==> config.mk <==
export PLATFORM = sky130hd
export DESIGN_NAME = bip_unit
export DESIGN_NICKNAME = d
export VERILOG_FILES = /design/src/rtl/bip_pkg.sv /design/src/rtl/bip_merge.sv /design/src/rtl/bip_split.sv /design/src/rtl/bip_parity.sv /design/src/rtl/bip_unit.sv
export SDC_FILE = /design/constraint.sdc
export NUM_CORES = 1
export LEC_CHECK = 0
export BUFFER_PORTS_ARGS = -buffer_cell sky130_fd_sc_hd__buf_2
export CORE_MARGIN = 2
export CORE_UTILIZATION = 42
export DETAILED_ROUTE_END_ITERATION = 6
export PLACE_DENSITY_LB_ADDON = 0.05
export SYNTH_ARGS = -nofsm -noshare
export SYNTH_HDL_FRONTEND = slang
export SYNTH_SLANG_ARGS = --single-unit
==> constraint.sdc <==
create_clock -name clk -period 0.8 [get_ports clk]
set_input_delay 0.2 -clock clk [delete_from_list [all_inputs] [get_ports clk]]
set_output_delay 0.2 -clock clk [all_outputs]
set_load 0.05 [all_outputs]
==> src/rtl/bip_pkg.sv <==
package bip_pkg;

    // Operation select codes
    typedef enum logic [1:0] {
        OP_MERGE  = 2'b00,
        OP_SPLIT  = 2'b01,
        OP_PARITY = 2'b10,
        OP_NONE   = 2'b11
    } bip_op_e;

    // Bit positions that may carry a parity result: the lowest bit of each group
    function automatic logic [63:0] parity_pos_mask(input int unsigned width,
                                                    input int unsigned grp);
        logic [63:0] m;
        m = '0;
        for (int unsigned n = 0; n < width; n++) begin
            if ((n % grp) == 0) begin
                m[n] = 1'b1;
            end
        end
        return m;
    endfunction

endpackage

==> src/rtl/bip_merge.sv <==
module bip_merge #(
    parameter int unsigned DATA_W = 32,
    localparam int unsigned HALF_W = DATA_W / 2
) (
    input  logic [HALF_W-1:0] odd_src,
    input  logic [HALF_W-1:0] even_src,
    output logic [DATA_W-1:0] merged
);

    // odd_src supplies the odd result positions, even_src the even ones
    for (genvar i = 0; i < HALF_W; i++) begin : g_weave
        assign merged[2*i+1] = odd_src[i];
        assign merged[2*i]   = even_src[i];
    end

endmodule

==> src/rtl/bip_split.sv <==
module bip_split #(
    parameter int unsigned DATA_W = 32,
    localparam int unsigned HALF_W = DATA_W / 2
) (
    input  logic [DATA_W-1:0] src,
    output logic [DATA_W-1:0] even_out,
    output logic [DATA_W-1:0] odd_out
);

    for (genvar i = 0; i < HALF_W; i++) begin : g_unweave
        assign even_out[i] = src[2*i];
        assign odd_out[i]  = src[2*i+1];
    end

    // Upper halves of both results are zero-extended
    assign even_out[DATA_W-1:HALF_W] = '0;
    assign odd_out[DATA_W-1:HALF_W]  = '0;

endmodule

==> src/rtl/bip_parity.sv <==
module bip_parity #(
    parameter int unsigned DATA_W  = 32,
    parameter int unsigned GROUP_W = 8,
    localparam int unsigned N_GRP  = DATA_W / GROUP_W
) (
    input  logic [DATA_W-1:0] src,
    output logic [DATA_W-1:0] par
);

    for (genvar k = 0; k < N_GRP; k++) begin : g_grp
        // Parity of group k lands on its lowest bit
        assign par[k*GROUP_W] = ^src[k*GROUP_W +: GROUP_W];
        if (GROUP_W > 1) begin : g_fill
            assign par[k*GROUP_W+1 +: GROUP_W-1] = '0;
        end
    end

endmodule

==> src/rtl/bip_unit.sv <==
module bip_unit #(
    parameter int unsigned DATA_W  = 32,
    parameter int unsigned PAR_GRP = 8,
    localparam int unsigned HALF_W = DATA_W / 2
) (
    input  logic              clk,
    input  logic              rst_n,
    input  logic [1:0]        op_sel,
    input  logic [DATA_W-1:0] src_a,
    input  logic [DATA_W-1:0] src_b,
    output logic [DATA_W-1:0] res_lo,
    output logic [DATA_W-1:0] res_hi,
    output logic              res_hi_vld
);
    import bip_pkg::*;

    typedef struct packed {
        logic [DATA_W-1:0] lo;
        logic [DATA_W-1:0] hi;
        logic              hi_vld;
    } res_t;

    res_t    res_d, res_q;
    bip_op_e op_e;

    logic [DATA_W-1:0] merge_w;
    logic [DATA_W-1:0] split_even_w;
    logic [DATA_W-1:0] split_odd_w;
    logic [DATA_W-1:0] parity_w;

    assign op_e = bip_op_e'(op_sel);

    bip_merge #(.DATA_W(DATA_W)) u_merge (
        .odd_src  (src_a[HALF_W-1:0]),
        .even_src (src_b[HALF_W-1:0]),
        .merged   (merge_w)
    );

    bip_split #(.DATA_W(DATA_W)) u_split (
        .src      (src_a),
        .even_out (split_even_w),
        .odd_out  (split_odd_w)
    );

    bip_parity #(.DATA_W(DATA_W), .GROUP_W(PAR_GRP)) u_parity (
        .src (src_a),
        .par (parity_w)
    );

    // Next-value selection
    always_comb begin
        res_d = '0;
        unique case (op_e)
            OP_MERGE: begin
                res_d.lo = merge_w;
            end
            OP_SPLIT: begin
                res_d.lo     = split_even_w;
                res_d.hi     = split_odd_w;
                res_d.hi_vld = 1'b1;
            end
            OP_PARITY: begin
                res_d.lo = parity_w;
            end
            default: begin
                res_d = '0;
            end
        endcase
    end

    // Output register
    always_ff @(posedge clk or negedge rst_n) begin
        if (!rst_n) begin
            res_q <= '0;
        end else begin
            res_q <= res_d;
        end
    end

    assign res_lo     = res_q.lo;
    assign res_hi     = res_q.hi;
    assign res_hi_vld = res_q.hi_vld;

endmodule

==> qor.yml <==
power_and_ir_drop:
  seq_power_share_pct: 44.3
  intPower_w: 0.00409
  switching_share_pct: 32.1
  ir_drop_uv: 955
  pwr-share-clk_pct: 23.8
  p_per_area_nw_per_um2: 1760
  p_sw_w: 0.00193
  combPwrFrac_pct: 31.9
  leakage_nw: 1.78
cells_and_area:
  seq_area_um2: 1230
  area_growth_pct: 64.7
  drive_gt1_share_pct: 51.0
  final_cells: 361
  final_cell_area_um2: 3420
  fillers: 357
  diodes: 0
  multi_input_area_um2: 981
  fin_nets: 362
sta:
  fin_crit_sh_pct: 129
  finalHoldViolations: 0
  grt_setup_unrepaired: "yes"
  setup_ws_ps: -235
  max_freq_mhz: 967
  period_minus_slack_ps: 1030
  final_max_slew_viol_count: 0
  finalSetupViolCount: 49
route:
  routed_wl_um: 4830
  dr_wl_met3_um: 388
  met2_length_um: 2530
  num_vias: 1553
  wl_per_cell_um: 13.4
  drt-met1-wl_um: 1870
  viasPerCell: 4.30
  firstDrtPassIters: 4
  highest_layer: "met4"
  ant_nets: 0
  drt_first_iter_violations: 43
  drc: 0
synthesis:
  ys_ff_latch: 49
  yosys.area_share.adder_pct: 0
  synthXorXnorAreaFrac_pct: 11.8
  syn_area_per_cell_um2: 12.3
  yosysWarnings: 0
  synth_top_family_by_area: "simple AND/OR/NAND/NOR gates"
  synthMuxAreaShare_pct: 7.71
  syn-instance-count: 169
  synth_area_um2: 2080
  synthSimpleGateAreaFrac_pct: 12.7
  synth_cell_types: 13
  seq_area_frac_synth_pct: 59.0
  synth_compound_area_share_pct: 1.32
worst_setup_path:
  cp_max_fo: 1
  critical_path.endpoint: "res_hi[5]"
  path_cells: "buf_6"
  start_kind: "flop"
  cp_num_cells: 1
  cp_slowest_stage_delay_ps: 390
  end_kind: "output pin"
  crit_slowest_cell: "dfrtp_1"
  critical-path-top-delay-family: "flip-flops"
  cp_data_required_time_ps: 600
  crit_start: "res_hi[5]"
  cp.buffers_inverters: 1
  worstPathArrival_ps: 830
  crit_type: "flop to output pin"
global_route:
  grt_max_degree: 50
  grt_overflow: 0
  grt_pass1_wl_um: 7580
  antenna_found_initial: 0
  grt_pass1_vias: 1601
  grt_usage_pct: 18.4
floorplan:
  start_util_pct: 43.7
  die_h_um: 74.3
  row_count: 25
  io-pin-count: 133
  core_um2: 4750
  die-area_um2: 5530
  die_w_um: 74.3
run:
  max_cap_violations: 0
placement:
  place_inst: 353
  place_hpwl_um: 3410
  gp_congestion: 0.692
  placed_cell_area_um2: 2950
  io_buffer_count: 100
hold_path:
  min_path_type: "input port to flop"
cts:
  cts.sinks: 49
  cts_buffers: 5
  clk_pin_slew_ps: 80
  cts_htree_levels: 2
  cts_tree: "yes"
  postCtsSetupBuffers: 0
  clockRootBuffer: "clkbuf_8"
  cts_buffer_depth: 2
run_status:
  status: "finished, violations left"
  violations: "negative setup slack"
synthesized netlist by cell type:
cell,count,area share [%]
nand2b_1,1,0.30
nor2b_1,1,0.30
clkbuf_1,3,0.54
and2_1,30,9.0
mux2i_1,16,7.7
buf_4,18,6.5
conb_1,1,0.18
xnor2_1,28,12
dfrtp_1,49,59
a211oi_1,2,0.72
o22ai_1,2,0.60
buf_2,1,0.24
nor2_1,17,3.1
metrics by stage:
step                setup TNS, ps  setup slack, ps  hold WS (ps)  util, %  total power [W]
floorplan                    -134            -44.7         -95.6        -          0.00392
global placement           -14300             -409           210     62.1          0.00439
detailed placement         -14440             -413           206     62.1          0.00440
CTS                        -11400             -258           107     70.7          0.00605
global route               -12450             -274           111     72.0          0.00630
finish                     -10880             -235           111     72.0          0.00603
flip-flops by register name, summed over array words and instances (netlist names):
register and count:
res_hi 16, res_hi_vld 1, res_lo 32
area by class of cell:
type	instances	share of cell area [%]
Clock buffer	7	2.52
Multi-Input combinational cell	113	28.7
Sequential cell	49	35.8
Tap cell	67	2.45
Timing Repair Buffer	125	30.5
power groups by stage:
| stage | Clock (W) | Sequential [W] | Combinational [W] |
|---|---|---|---|
| after CTS | 0.00149 | 0.00267 | 0.00189 |
| after detailed placement | 0 | 0.00268 | 0.00171 |
| after global routing | 0.00158 | 0.00268 | 0.00204 |
| after floorplan | 0 | 0.00318 | 0.000736 |
| after global placement | 0 | 0.00268 | 0.00170 |
| final | 0.00144 | 0.00267 | 0.00192 |
timing repair:
item                                    CTS  global route
gates resized for setup                 100            13
pin swaps                                 0             6
hold buffers                              1             0
hold endpoints to repair                 49             0
endpoints found under the setup margin   80            53
logic make-up after synthesis:
kind of cell           count (synthesis)
AO/OA/AOI/OAI                          4
XOR/XNOR                              28
buffers and inverters                 22
flip-flops                            49
multiplexers                          16
other                                  1
AND/OR/NAND/NOR                       49
worst min-delay path by stage:
stage          depth (start not counted)         end  slack, ps       from
2_1_floorplan                          0   res_hi[0]       -100      rst_n
3_3_place_gp                           2  res_lo[20]        210      rst_n
3_5_place_dp                           2  res_lo[19]        210      rst_n
4_1_cts                                2  res_lo[28]        110  src_b[14]
5_1_grt                                2  res_lo[20]        110  src_b[10]
6_report                               2  res_lo[28]        110  src_b[14]
layout by cell type, fill, tap and decap left out:
cell type / Yosys / final
buf_6: 0 / 53
dfrtp_1: 49 / 49
buf_2: 1 / 46
and2_1: 30 / 30
buf_4: 18 / 23
mux2i_1: 16 / 16
nor2_1: 17 / 16
conb_1: 1 / 16
xnor2_2: 0 / 11
xnor2_1: 28 / 10
xnor2_4: 0 / 7
clkbuf_8: 0 / 6
o22ai_1: 2 / 2
a211oi_1: 2 / 2
nand2b_1: 1 / 1
nor2_2: 0 / 1
nor2b_4: 0 / 1
clkbuf_1: 3 / 1
dlygate4sd3_1: 0 / 1
buf_8: 0 / 1
buf_12: 0 / 1
metal layers:
layer  GRT usage [%]  vias to the layer above
met3            5.83                        6
met1            22.6                      735
met5               0                        -
met2            31.5                       65
li1                -                      747
met4            4.76                        0
No activity file was read; power rests on OpenSTA's default activity.
